[config.mk]
export PLATFORM = sky130hd
export DESIGN_NAME = bom_loop_ctrl
export DESIGN_NICKNAME = d
export VERILOG_FILES = /design/src/rtl/bom_pkg.sv /design/src/rtl/bom_hunter.sv /design/src/rtl/bom_repeat_filter.sv /design/src/rtl/bom_auto_loop.sv /design/src/rtl/bom_loop_ctrl.sv
export SDC_FILE = /design/constraint.sdc
export NUM_CORES = 1
export LEC_CHECK = 0
export ABC_AREA = 1
export ABC_CLOCK_PERIOD_IN_PS = 3600
export BUFFER_PORTS_ARGS = -buffer_cell sky130_fd_sc_hd__buf_4
export CORE_ASPECT_RATIO = 2
export CORE_MARGIN = 3
export CORE_UTILIZATION = 45
export CTS_CLUSTER_SIZE = 28
export DETAILED_ROUTE_END_ITERATION = 8
export PLACE_DENSITY = 0.75
export SETUP_SLACK_MARGIN = 0.05
export SYNTH_ARGS = -nofsm -noshare
export SYNTH_HDL_FRONTEND = slang
export SYNTH_SLANG_ARGS = --single-unit
[constraint.sdc]
create_clock -name clk -period 3.6 [get_ports clk]
set_input_delay 0.72 -clock clk [delete_from_list [all_inputs] [get_ports clk]]
set_output_delay 0.72 -clock clk [all_outputs]
set_load 0.01 [all_outputs]
[src/rtl/bom_pkg.sv]
// Shared constants for the bit-oriented message loopback controller.
// Assumes 6-bit message codes and a 4-flag status vector.
package bom_pkg;
    localparam int CODE_W    = 6;
    localparam int NUM_FLAGS = 4;

    localparam logic [CODE_W-1:0] C_LN_ACT   = 6'b000111;
    localparam logic [CODE_W-1:0] C_LN_DEACT = 6'b011100;
    localparam logic [CODE_W-1:0] C_PL_ACT   = 6'b001010;
    localparam logic [CODE_W-1:0] C_PL_DEACT = 6'b011001;
    localparam logic [CODE_W-1:0] C_UNIV     = 6'b010010;

    localparam int F_PL_ACT   = 0;
    localparam int F_PL_DEACT = 1;
    localparam int F_LN_ACT   = 2;
    localparam int F_LN_DEACT = 3;
endpackage

[src/rtl/bom_hunter.sv]
// Serial pattern hunter: shifts in valid data-link bits and flags a
// message when the window holds 0, code, 0 and a run of ones.
// Assumes the first code bit received is the code MSB.
module bom_hunter #(
    parameter int CODE_W = 6,
    parameter int FLAG_W = 8
) (
    input  logic              clk,
    input  logic              rst_n,
    input  logic              bit_valid,
    input  logic              bit_in,
    output logic              det,
    output logic [CODE_W-1:0] det_code
);
    localparam int FRAME_W = CODE_W + 2 + FLAG_W;

    logic [FRAME_W-1:0] win_q;
    logic [FRAME_W-1:0] win_next;
    logic               hit;

    // Next window contents and pattern match on it.
    always_comb begin
        win_next = {win_q[FRAME_W-2:0], bit_in};
        hit      = !win_next[FRAME_W-1] && !win_next[FLAG_W] &&
                   (&win_next[FLAG_W-1:0]);
    end

    // Window register and registered detect strobe with code.
    always_ff @(posedge clk) begin
        if (!rst_n) begin
            win_q    <= '0;
            det      <= 1'b0;
            det_code <= '0;
        end else begin
            det <= 1'b0;
            if (bit_valid) begin
                win_q <= win_next;
                det   <= hit;
                if (hit) begin
                    det_code <= win_next[FRAME_W-2:FLAG_W+1];
                end
            end
        end
    end
endmodule

[src/rtl/bom_repeat_filter.sv]
// Repeat filter: counts consecutive identical detected codes and issues
// an accept strobe either on every detect or on the REPEAT-th repeat.
// Assumes detect strobes are single-cycle.
module bom_repeat_filter #(
    parameter int CODE_W = 6,
    parameter int REPEAT = 7
) (
    input  logic              clk,
    input  logic              rst_n,
    input  logic              filter_en,
    input  logic              det,
    input  logic [CODE_W-1:0] det_code,
    output logic              acc,
    output logic [CODE_W-1:0] acc_code
);
    localparam int             CNT_W = $clog2(REPEAT + 1);
    localparam logic [CNT_W-1:0] LIM = CNT_W'(REPEAT);

    logic [CNT_W-1:0]  cnt_q;
    logic [CNT_W-1:0]  cnt_n;
    logic [CODE_W-1:0] prev_q;
    logic              same;

    // Next repeat count, saturating at the limit.
    always_comb begin
        same = (cnt_q != '0) && (det_code == prev_q);
        if (!same) begin
            cnt_n = CNT_W'(1);
        end else if (cnt_q == LIM) begin
            cnt_n = LIM;
        end else begin
            cnt_n = cnt_q + 1'b1;
        end
    end

    // Count, previous code and accept strobe registers.
    always_ff @(posedge clk) begin
        if (!rst_n) begin
            cnt_q    <= '0;
            prev_q   <= '0;
            acc      <= 1'b0;
            acc_code <= '0;
        end else begin
            acc <= 1'b0;
            if (det) begin
                cnt_q    <= cnt_n;
                prev_q   <= det_code;
                acc_code <= det_code;
                acc      <= filter_en ? ((cnt_n == LIM) && (cnt_q != LIM)) : 1'b1;
            end
        end
    end
endmodule

[src/rtl/bom_auto_loop.sv]
// One auto-switched loop: set by an activate hit unless the local loop
// holds, cleared by a deactivate hit or a low enable, ORed with force.
module bom_auto_loop (
    input  logic clk,
    input  logic rst_n,
    input  logic enable,
    input  logic local_hold,
    input  logic act_hit,
    input  logic deact_hit,
    input  logic force_in,
    output logic loop_out
);
    logic auto_q;

    // Auto loop state register.
    always_ff @(posedge clk) begin
        if (!rst_n || !enable) begin
            auto_q <= 1'b0;
        end else if (deact_hit) begin
            auto_q <= 1'b0;
        end else if (act_hit && !local_hold) begin
            auto_q <= 1'b1;
        end
    end

    // Effective loop control.
    always_comb begin
        loop_out = auto_q | force_in;
    end
endmodule

[src/rtl/bom_loop_ctrl.sv]
// Top: message hunter, repeat filter, code decode, two auto loops and
// sticky status flags with maskable interrupt.
// Assumes synchronous active-low reset and one data-link bit per cycle max.
module bom_loop_ctrl
    import bom_pkg::*;
#(
    parameter int FLAG_W = 8,
    parameter int REPEAT = 7
) (
    input  logic                 clk,
    input  logic                 rst_n,
    input  logic                 dl_valid,
    input  logic                 dl_bit,
    input  logic                 filter_en,
    input  logic                 auto_pl_en,
    input  logic                 auto_ln_en,
    input  logic                 force_pl,
    input  logic                 force_rl,
    input  logic                 force_local,
    input  logic [NUM_FLAGS-1:0] status_clr,
    input  logic [NUM_FLAGS-1:0] irq_mask,
    output logic                 payload_loop,
    output logic                 remote_loop,
    output logic [NUM_FLAGS-1:0] status,
    output logic                 irq,
    output logic                 msg_accept,
    output logic [CODE_W-1:0]    msg_code
);
    logic                 det;
    logic [CODE_W-1:0]    det_code;
    logic [NUM_FLAGS-1:0] set_vec;
    logic                 univ_hit;

    bom_hunter #(.CODE_W(CODE_W), .FLAG_W(FLAG_W)) i_hunter (
        .clk(clk), .rst_n(rst_n), .bit_valid(dl_valid), .bit_in(dl_bit),
        .det(det), .det_code(det_code)
    );

    bom_repeat_filter #(.CODE_W(CODE_W), .REPEAT(REPEAT)) i_filter (
        .clk(clk), .rst_n(rst_n), .filter_en(filter_en),
        .det(det), .det_code(det_code),
        .acc(msg_accept), .acc_code(msg_code)
    );

    // Decode accepted codes into flag set requests.
    always_comb begin
        univ_hit               = msg_accept && (msg_code == C_UNIV);
        set_vec                = '0;
        set_vec[F_PL_ACT]      = msg_accept && (msg_code == C_PL_ACT);
        set_vec[F_PL_DEACT]    = (msg_accept && (msg_code == C_PL_DEACT)) || univ_hit;
        set_vec[F_LN_ACT]      = msg_accept && (msg_code == C_LN_ACT);
        set_vec[F_LN_DEACT]    = (msg_accept && (msg_code == C_LN_DEACT)) || univ_hit;
    end

    bom_auto_loop i_pl_loop (
        .clk(clk), .rst_n(rst_n), .enable(auto_pl_en), .local_hold(force_local),
        .act_hit(set_vec[F_PL_ACT]), .deact_hit(set_vec[F_PL_DEACT]),
        .force_in(force_pl), .loop_out(payload_loop)
    );

    bom_auto_loop i_rl_loop (
        .clk(clk), .rst_n(rst_n), .enable(auto_ln_en), .local_hold(force_local),
        .act_hit(set_vec[F_LN_ACT]), .deact_hit(set_vec[F_LN_DEACT]),
        .force_in(force_rl), .loop_out(remote_loop)
    );

    for (genvar g = 0; g < NUM_FLAGS; g++) begin : g_flag
        // Sticky flag: set wins over write-one clear.
        always_ff @(posedge clk) begin
            if (!rst_n) begin
                status[g] <= 1'b0;
            end else begin
                status[g] <= set_vec[g] | (status[g] & ~status_clr[g]);
            end
        end
    end

    // Interrupt from unmasked flags.
    always_comb begin
        irq = |(status & ~irq_mask);
    end
endmodule

# After elaboration in Yosys (flattened, before gate mapping)
# Index checks and enable logic that the tools add are counted.
# Widths: inputs -> output; s select.
[op_classes] n_bitwise=16 reduce_logical=29 mux=3 addsub=1 n_eq_ne=9
[op_table] op="$eq 6x5->1 const B" n=3
[op_table] op="$logic_and 1x1->1" n=11
[op_table] op="$reduce_and 8->1" n=1
[op_table] op="$eq 3x3->1 const B" n=2
[op_table] op="$eq 6x3->1 const B" n=1
[op_table] op="$eq 6x4->1 const B" n=1
[op_table] op="$eq 6x6->1" n=1
[op_table] op="$logic_not 1->1" n=6
[op_table] op="$mux 3" n=2
[op_table] op="$or 1x1->1" n=6
[op_table] op="$reduce_and 2->1" n=3
[op_table] op="$and 1x1->1" n=4
[op_table] op="$and 4x4->4" n=1
[op_table] op="$logic_or 1x1->1" n=4
[op_table] op="$not 1->1" n=4
[op_table] op="$not 4->4" n=1
[op_table] op="$reduce_or 2->1" n=2
[op_table] op="$reduce_or 4->1" n=1
[op_table] op="$add 3x1->3 const B" n=1
[op_table] op="$ne 3x3->1 const B" n=1
[op_table] op="$reduce_bool 3->1" n=1
[op_table] op="$mux 1" n=1
[totals] output_inout_bits=14 inputBits=18 reg_bits=38

# Depth between registers and ports, before layout
# Gate-level depths: netlist (run 1).
[depth] ltp_word=6 depth_mapped=9 depth_no_buf=9

# Modules after synthesis
# From an unflattened synthesis (run 1), not the netlist that was laid out.
[hier_totals] hier_cells=269 area_unflattened_um2=1851.8
[modules_own_cells] mod="bom_hunter" cells_per_inst=108 area_each_um2=858.3 n_inst=1 seq_area_each_um2=440.4
[modules_own_cells] mod="bom_repeat_filter" cells_per_inst=82 area_each_um2=558.0 n_inst=1 seq_area_each_um2=200.2
[modules_own_cells] mod="bom_loop_ctrl" cells_per_inst=59 area_each_um2=317.8 n_inst=1 seq_area_each_um2=80.1
[modules_own_cells] mod="bom_auto_loop" cells_per_inst=10 area_each_um2=58.8 n_inst=2 seq_area_each_um2=20.0

# Worst setup path after synthesis (run 1)
# OpenSTA, ideal clock, no wires.
[synth_path] kind="input-to-output" startpoint="input irq_mask[0]" endpoint="output irq" path_buffers=0 path_slack_ns=1.840 t_arrival_ns=1.040 path_stages=3 cell_sequence="o22ai_1 -> a21oi_1 -> o21ai_0"
[synth_via] elab_chain_cells=3
[synth_lines] item="from (decl)" line="bom_loop_ctrl.sv:21" text="input logic [NUM_FLAGS-1:0] irq_mask,"
[synth_lines] item="$not 4->4" line="bom_loop_ctrl.sv:80" text="irq = |(status & ~irq_mask);"
[synth_lines] item="$and 4x4->4" line="bom_loop_ctrl.sv:80"
[synth_lines] item="$reduce_or 4->1" line="bom_loop_ctrl.sv:80"
[synth_lines] item="to (decl)" line="bom_loop_ctrl.sv:25" text="output logic irq,"
# No other way between the ends.

# Worst setup path after layout (run 1)
# Same ends and word-level chain as after synthesis.

==> metrics, run 1 <==
crit path time final 1.980 ns; Post-Syn Nets 249; share of cells above drive strength 1 21.24%; Seq/Total Area, Yosys 45.27%; setup TNS 0 ns; first-pass GRT wire length 6072 microns; clock sink count 38; Synth area leaders dfxtp_1 (45%), o21ai_0 (8.6%), a21oi_1 (7.1%); Design Area, Final 0.002036 sq mm; hold crit path type flip-flop to flip-flop; WP data arrival 1.26 ns; final-report setup violation count 0; Syn Area/Cell 7.338 sq um; flip-flop and latch area 760.7 sq um; drt pass-1 iters 4; via count 1497; #FFs+latches synth 38; f_max 505.1 MHz; site row count 30; fin crit share 54.99%; Yosys warnings 0; clock power share 40.9%; CTS buffer count 5; Hold Vio Cnt, Final 0; Rel. slew slack 57.65%; PnR worst setup slack 1.620 ns; worst-path fanout max 1; setup bufs post-CTS 0; clk_lat worst skew 0.28 ns; worst slew pin tran 0.6344 ns; max incr delay on CP 0.16 ns; CTS tree done; cell mode on critical path buf_4; GRT Overall Usage 16.81%; Leakage 0.0008950 uW; Final Slew Violations 0; Core Region 0.003491 sq mm; Detailed Route WL 3527 microns; WL/cell 11.49 microns; final clock skew 0.001700 ns; cts hold-fix bufs 0; ant diodes 0; total global routing overflow 0; io pins 32; post-synth top area cell dfxtp_1; Final #Nets 278; reg2reg setup slack 2.17 ns; worst slack at placement 1.612 ns; Worst-path clk slew 0.07 ns; CP Cell Sequence buf_4 > o22ai_1 > a21oi_1 > o21ai_0 > buf_4; internal power 646.4 uW; P per Cell Area 402.6 mW/mm^2; switching part of the total power 21.13%; multi-input logic area 752.0 sq um; Mapped Area 0.001680 sq mm; Die Y-Extent 92.42 microns; DPL Wire Length 2593 microns; max_cap viols 0; Max Root-Sink Buffers 2; antenna violations before repair 0; status completed; CP endpoint kind output port; clock root cell clkbuf_8; Starting Density 48.14%; unrepaired setup endpoints after global routing no; Netlist cell types 29; CP Launch Type primary input; sequential share of power 53.3%; VDD IR max 0.4018 mV; die area 0.004548 sq mm; gpl congestion 0.7667; hold path start i_pl_loop.auto_q; Die Wd 49.21 microns; Syn Inst Count 229; Port Buffer Count 31; ANT nets after route 0; combinational power share 5.9%; DRC errors left 0; Post-DP Area 0.001926 sq mm; Crit-path slowest cell o22ai_1; top cell type's share of synthesized area 45.27%; Switch Pwr 173.2 uW; Setup CP Type primary input to output port; DRC violation total after the first TritonRoute iteration 23; Post-CTS Resized 0; vias in the first global route 1485; Area Growth Syn to Fin 21.15%; CP Launch Point irq_mask[0]; H-tree depth 2; largest net degree at the start of global routing 36; Worst EP required 2.88 ns; R2R Path Start i_hunter.win_q[7]; Via density 4.876; # fillers 347
## path summary, 6_finish.rpt
| path | to | depth (start not counted) |
|---|---|---|
| max | irq | 5 |
| min reg2reg | i_pl_loop.auto_q | 1 |
| max reg2reg | i_hunter.det_code[1] | 6 |
| min | i_pl_loop.auto_q | 1 |
## synth_stat cells
cell      number
inv_2          2
nand4_1        3
buf_1          1
o21a_1         1
o21ai_1        4
o21ai_2        2
ha_1           2
inv_1         30
nor3_1         4
or2_2          4
nand3_1        4
and3_1         1
nand2_4        1
a31oi_1        1
buf_4          1
dfxtp_1       38
o21ai_0       29
nand3_2        2
nand2_1       32
nor2_1        29
nor2_4         1
nor4_1         1
buf_6          1
a21oi_1       24
o22ai_1        1
a21oi_2        3
clkbuf_1       4
buf_2          2
nor3_2         1
## layer usage
layer,wire length (microns),global-route usage (%),part of all wire (%)
met5,0,0,0
met4,51,9.026,1.4
met3,158,3.221,4.5
met2,1982,32.74,56
met1,1335,15.62,38
## through the flow
step           std cells  hold WS [ns]  utilization (%)  total power, uW
3_5_place_dp         299        0.4521            55.16            494.4
4_1_cts              307        0.4658            58.32            826.6
6_report             307        0.4628            58.32            819.5
3_3_place_gp         299        0.4448            55.16            493.3
2_1_floorplan        229        0.4329                -            472.7
5_1_grt              307        0.5003            58.32            847.9
## area by class of cell
cell class | instances | share of cell area [%]
Sequential cell | 38 | 37.37
Clock buffer | 8 | 5.409
Multi-Input combinational cell | 150 | 36.94
Inverter | 32 | 5.900
Tap cell | 48 | 2.950
Timing Repair Buffer | 31 | 11.43
## registers in the layout (all words and copies together), names as in the netlist
| register | cells |
|---|---|
| i_pl_loop.auto_q | 1 |
| status | 4 |
| i_hunter.det | 1 |
| i_hunter.win_q | 15 |
| i_rl_loop.auto_q | 1 |
| i_hunter.det_code | 6 |
| i_filter.acc | 1 |
| i_filter.cnt_q | 3 |
| i_filter.acc_code | 6 |
## cells by family (layout without fill, tap and decap cells)
| logic type | after synthesis | after routing | share of synthesized area, % |
|---|---|---|---|
| compound gates | 65 | 65 | 20.78 |
| fa+ha+maj | 2 | 2 | 1.489 |
| buf+inv | 41 | 71 | 9.978 |
| flops | 38 | 38 | 45.27 |
| simple gates | 83 | 83 | 22.49 |
## worst max-delay path: cells and delay by family
| kind | cells | cell delay (ns) |
|---|---|---|
| AOI/OAI and AO/OA | 3 | 0.29 |
| buffers and inverters | 2 | 0.25 |
## power by group through the flow
stage               Sequential [uW]  Combinational [uW]  Clock, uW
finish                          437                48.1        335
CTS                             437                48.4        342
floorplan                       445                27.9          0
global route                    438                55.1        355
global placement                446                47.2          0
detailed placement              446                47.9          0
## layout by cell type (no fill, tap or decap), types with 2 or more instances in the layout
| cell type | n |
|---|---|
| a21oi_1 | 24 |
| a21oi_2 | 3 |
| buf_4 | 31 |
| clkbuf_8 | 8 |
| dfxtp_1 | 38 |
| ha_1 | 2 |
| inv_1 | 30 |
| inv_2 | 2 |
| nand2_1 | 32 |
| nand3_1 | 4 |
| nand3_2 | 2 |
| nand4_1 | 3 |
| nor2_1 | 29 |
| nor3_1 | 4 |
| o21ai_0 | 29 |
| o21ai_1 | 4 |
| o21ai_2 | 2 |
| or2_2 | 4 |
Power figures use the tool's default switching activity.
==> run 2: changes to the inputs <==
--- a/config.mk
+++ b/config.mk
@@ -5,8 +5,8 @@
 export SDC_FILE = /design/constraint.sdc
 export NUM_CORES = 1
 export LEC_CHECK = 0
-export ABC_AREA = 1
-export ABC_CLOCK_PERIOD_IN_PS = 3600
+export ABC_AREA = 0
+export ABC_CLOCK_PERIOD_IN_PS = 2009
 export BUFFER_PORTS_ARGS = -buffer_cell sky130_fd_sc_hd__buf_4
 export CORE_ASPECT_RATIO = 2
 export CORE_MARGIN = 3
==> constraint.sdc (replaced) <==
create_clock -name clk -period 2.01 [get_ports clk]
set_input_delay 0.402 -clock clk [delete_from_list [all_inputs] [get_ports clk]]
set_output_delay 0.402 -clock clk [all_outputs]
set_load 0.01 [all_outputs]
==> run 2 against run 1 <==
Combinational power grew 42%; non-clock buffer count grew 1; setup slack lost 1.3 ns; die area grew 1.9%; synthesized area grew 2.1%; wire length shrank 3.5%; clock power grew 60%; count of clock-buffer cells in the layout shrank 1; synthesized cell count shrank 29%; largest cell class is now multi-input combinational cells; largest power group unchanged.
==> metrics, run 2 <==
status completed; clock root cell clkbuf_8; Seq/Total Area, Yosys 44.35% (-0.92 points); antenna violations before repair 0 (unchanged); Core Region 0.003646 sq mm (+4.4%); vias in the first global route 1346 (-9.4%); Switch Pwr 287.2 uW (+66%); cts hold-fix bufs 0 (unchanged); worst-path fanout max 4 (+3); setup bufs post-CTS 0 (unchanged); final-report setup violation count 0 (unchanged); Port Buffer Count 31 (unchanged); ant diodes 0 (unchanged); grt met2 use 29.98% (-2.8 points); CP Launch Type flip-flop; clock power share 39.4% (-1.5 points); DPL Wire Length 2591 microns (about the same); die area 0.004634 sq mm (+1.9%); DRC errors left 0 (unchanged); Detailed Route WL 3402 microns (-3.5%); post-synth top area cell dfxtp_1; VDD IR max 0.6517 mV (+62%); internal power 1074 uW (+66%); gpl congestion 0.7619 (-0.63%); share of cells above drive strength 1 25.00% (+3.8 points); commonest non-fill, non-tap cell in the layout dfxtp_1; Starting Density 47.05% (-1.1 points); first-pass GRT wire length 6023 microns (-0.81%); Syn Inst Count 163 (-29%); fin crit share 83.24%; top flop regs i_hunter.win_q (15), i_filter.acc_code (6), i_hunter.det_code (6); M3 GR Usage 4.785% (+1.6 points); Final #Nets 215 (-23%); clk_lat worst skew 0.29 ns (about the same); # fillers 354 (+2.0%); Die Y-Extent 93.32 microns (+0.97%); top cell type's share of synthesized area 44.35% (-0.92 points); Worst R2R Path Depth 5 (-1); hold crit path type primary input to flip-flop; synth cell count leaders dfxtp_1 (38), nor2b_1 (28), mux2i_1 (27); Leakage 0.0008064 uW (-9.9%); Area Growth Syn to Fin 21.08% (about the same); Post-Syn Nets 183 (-27%); io pins 32 (unchanged); share of flip-flops with an asynchronous set or reset 0% (unchanged); GRT met1 Usage 16.41% (+0.79 points); Setup CP Type flip-flop to flip-flop; Via density 5.147 (+5.6%); Rel. slew slack 61.38% (+3.7 points); WL/cell 13.89 microns (+21%); flip-flop and latch area 760.7 sq um (unchanged); total global routing overflow 0 (unchanged); Post-CTS Resized 0 (unchanged); P per Cell Area 655.2 mW/mm^2 (+63%); Max Root-Sink Buffers 2 (unchanged); Yosys warnings 0 (unchanged); Hold Vio Cnt, Final 0 (unchanged); Synth area leaders dfxtp_1 (44%), mux2i_1 (16%), nor2b_1 (10%); commonest cells after routing, fill and taps aside dfxtp_1 (38), buf_4 (32), nor2b_1 (28); f_max 597.6 MHz; GRT Max-Usage Layer met2; switching part of the total power 21.11% (-0.026 points); CP endpoint kind flip-flop; post-synthesis mux area share 15.75% (+16 points); largest net degree at the start of global routing 40 (+11%); Die Wd 49.66 microns (+0.90%); setup TNS 0 ns (unchanged); largest family of logic cells by synthesized area simple AND/OR/NAND/NOR gates; post-synthesis simple-gate area fraction 22.54% (+0.051 points); #FFs+latches synth 38 (unchanged); Worst-path clk slew 0.07 ns (about the same); unrepaired setup endpoints after global routing no; WP data arrival 1.87 ns (+0.61 ns); crit path time final 1.673 ns; combinational power share 5.0% (-0.9 points); Mapped Area 0.001715 sq mm (+2.1%); DRC violation total after the first TritonRoute iteration 7 (-70%); GRT Overall Usage 16.80% (about the same); Top reg by flops i_hunter.win_q; max_cap viols 0 (unchanged); Final Slew Violations 0 (unchanged); ANT nets after route 0 (unchanged); Hold Path Cell Cnt 2 (+1); predominant post-synthesis flop cell dfxtp_1; max FFs per register 15 (unchanged); xor/xnor share of the synthesized area 3.574% (+3.6 points); site row count 31 (+3.3%); H-tree depth 2 (unchanged); Inst Count DP 237 (-21%); drt pass-1 iters 4 (unchanged); CTS buffer count 5 (unchanged); worst slew pin tran 0.5786 ns (-0.05589 ns); Final Instance Count excl. Fillers 245 (-20%); final clock skew 0.007993 ns (+0.006293 ns); via count 1261 (-16%); count leader, synth dfxtp_1; complex-gate fraction of the synthesized area 8.972% (-12 points); CTS tree done; sequential share of power 55.6% (+2.3 points); Worst EP required 2.21 ns (-0.67 ns); clock sink count 38 (unchanged); adder-cell area share of the yosys netlist 1.459% (-0.030 points); Netlist cell types 35 (+21%); number of flops mapped to enable cells by yosys 0 (unchanged); multi-input logic area 897.1 sq um (+19%); Syn Area/Cell 10.52 sq um (+43%)
-- run 2: changes by cell type in the layout (fill, tap and decap cells not counted), moves of 4 or more --
cell	change
nor3_1	-4
o21ai_1	-4
mux2i_1	+27
a21oi_1	-20
xnor2_1	+4
o21ai_0	-28
nor2b_1	+28
nor2_1	-26
inv_1	-23
nand2_1	-27
-- run 2: layout make-up --
class | instances | share of cell area (%)
Clock buffer | 7 | 4.157
Clock inverter | 1 | 0.2410
Inverter | 7 | 1.265
Multi-Input combinational cell | 111 | 43.19
Sequential cell | 38 | 36.63
Tap cell | 49 | 2.952
Timing Repair Buffer | 32 | 11.57
-- run 2: power groups by stage --
stage               sequential [uW]  combinational (uW)  clock [uW]
floorplan                       774                36.8           0
global placement                774                66.8           0
detailed placement              775                69.2           0
CTS                             757                69.4         551
global route                    757                74.7         584
finish                          757                68.4         536
-- run 2: worst max-delay path: stages (launching register included) --
cell and delay, ns:
dfxtp_1 0.39, inv_1 0.07, ha_1 0.23, a2111oi_4 0.36, nand4_2 0.20, o32ai_2 0.32
-- run 2: cell families after synthesis --
kind of cell,Yosys count
simple gates,59
flops,38
mux,27
compound gates,16
buf+inv,14
xor+xnor,7
fa+ha+maj,2
-- run 2: metrics by stage --
step / setup slack, ns / hold WS [ns] / utilization, % / total power [uW] / area (sq um)
after floorplan: 0.4790 / 0.4743 / - / 810.6 / 1715
after global placement: 0.4487 / 0.4885 / 54.46 / 841.1 / 1986
after global routing: 0.2579 / 0.3091 / 56.97 / 1416 / 2077
final: 0.3368 / 0.3185 / 56.97 / 1361 / 2077
after CTS: 0.3434 / 0.3016 / 56.97 / 1378 / 2077
after detailed placement: 0.3579 / 0.5018 / 54.46 / 843.7 / 1986
-- run 2: path summary, 6_finish.rpt --
path | from | to | slack, ns
setup / recovery | i_filter.cnt_q[0] | i_filter.acc | 0.34
hold / removal | filter_en | i_filter.acc | 0.32
setup reg to reg | i_filter.cnt_q[0] | i_filter.acc | 0.34
hold reg to reg | status[1] | status[1] | 0.51
-- run 2: metal layers --
metal	part of all wire [%]	routed length [microns]
met1	36	1235
met2	54	1839
met3	5.0	169
met4	4.6	157
met5	0	0
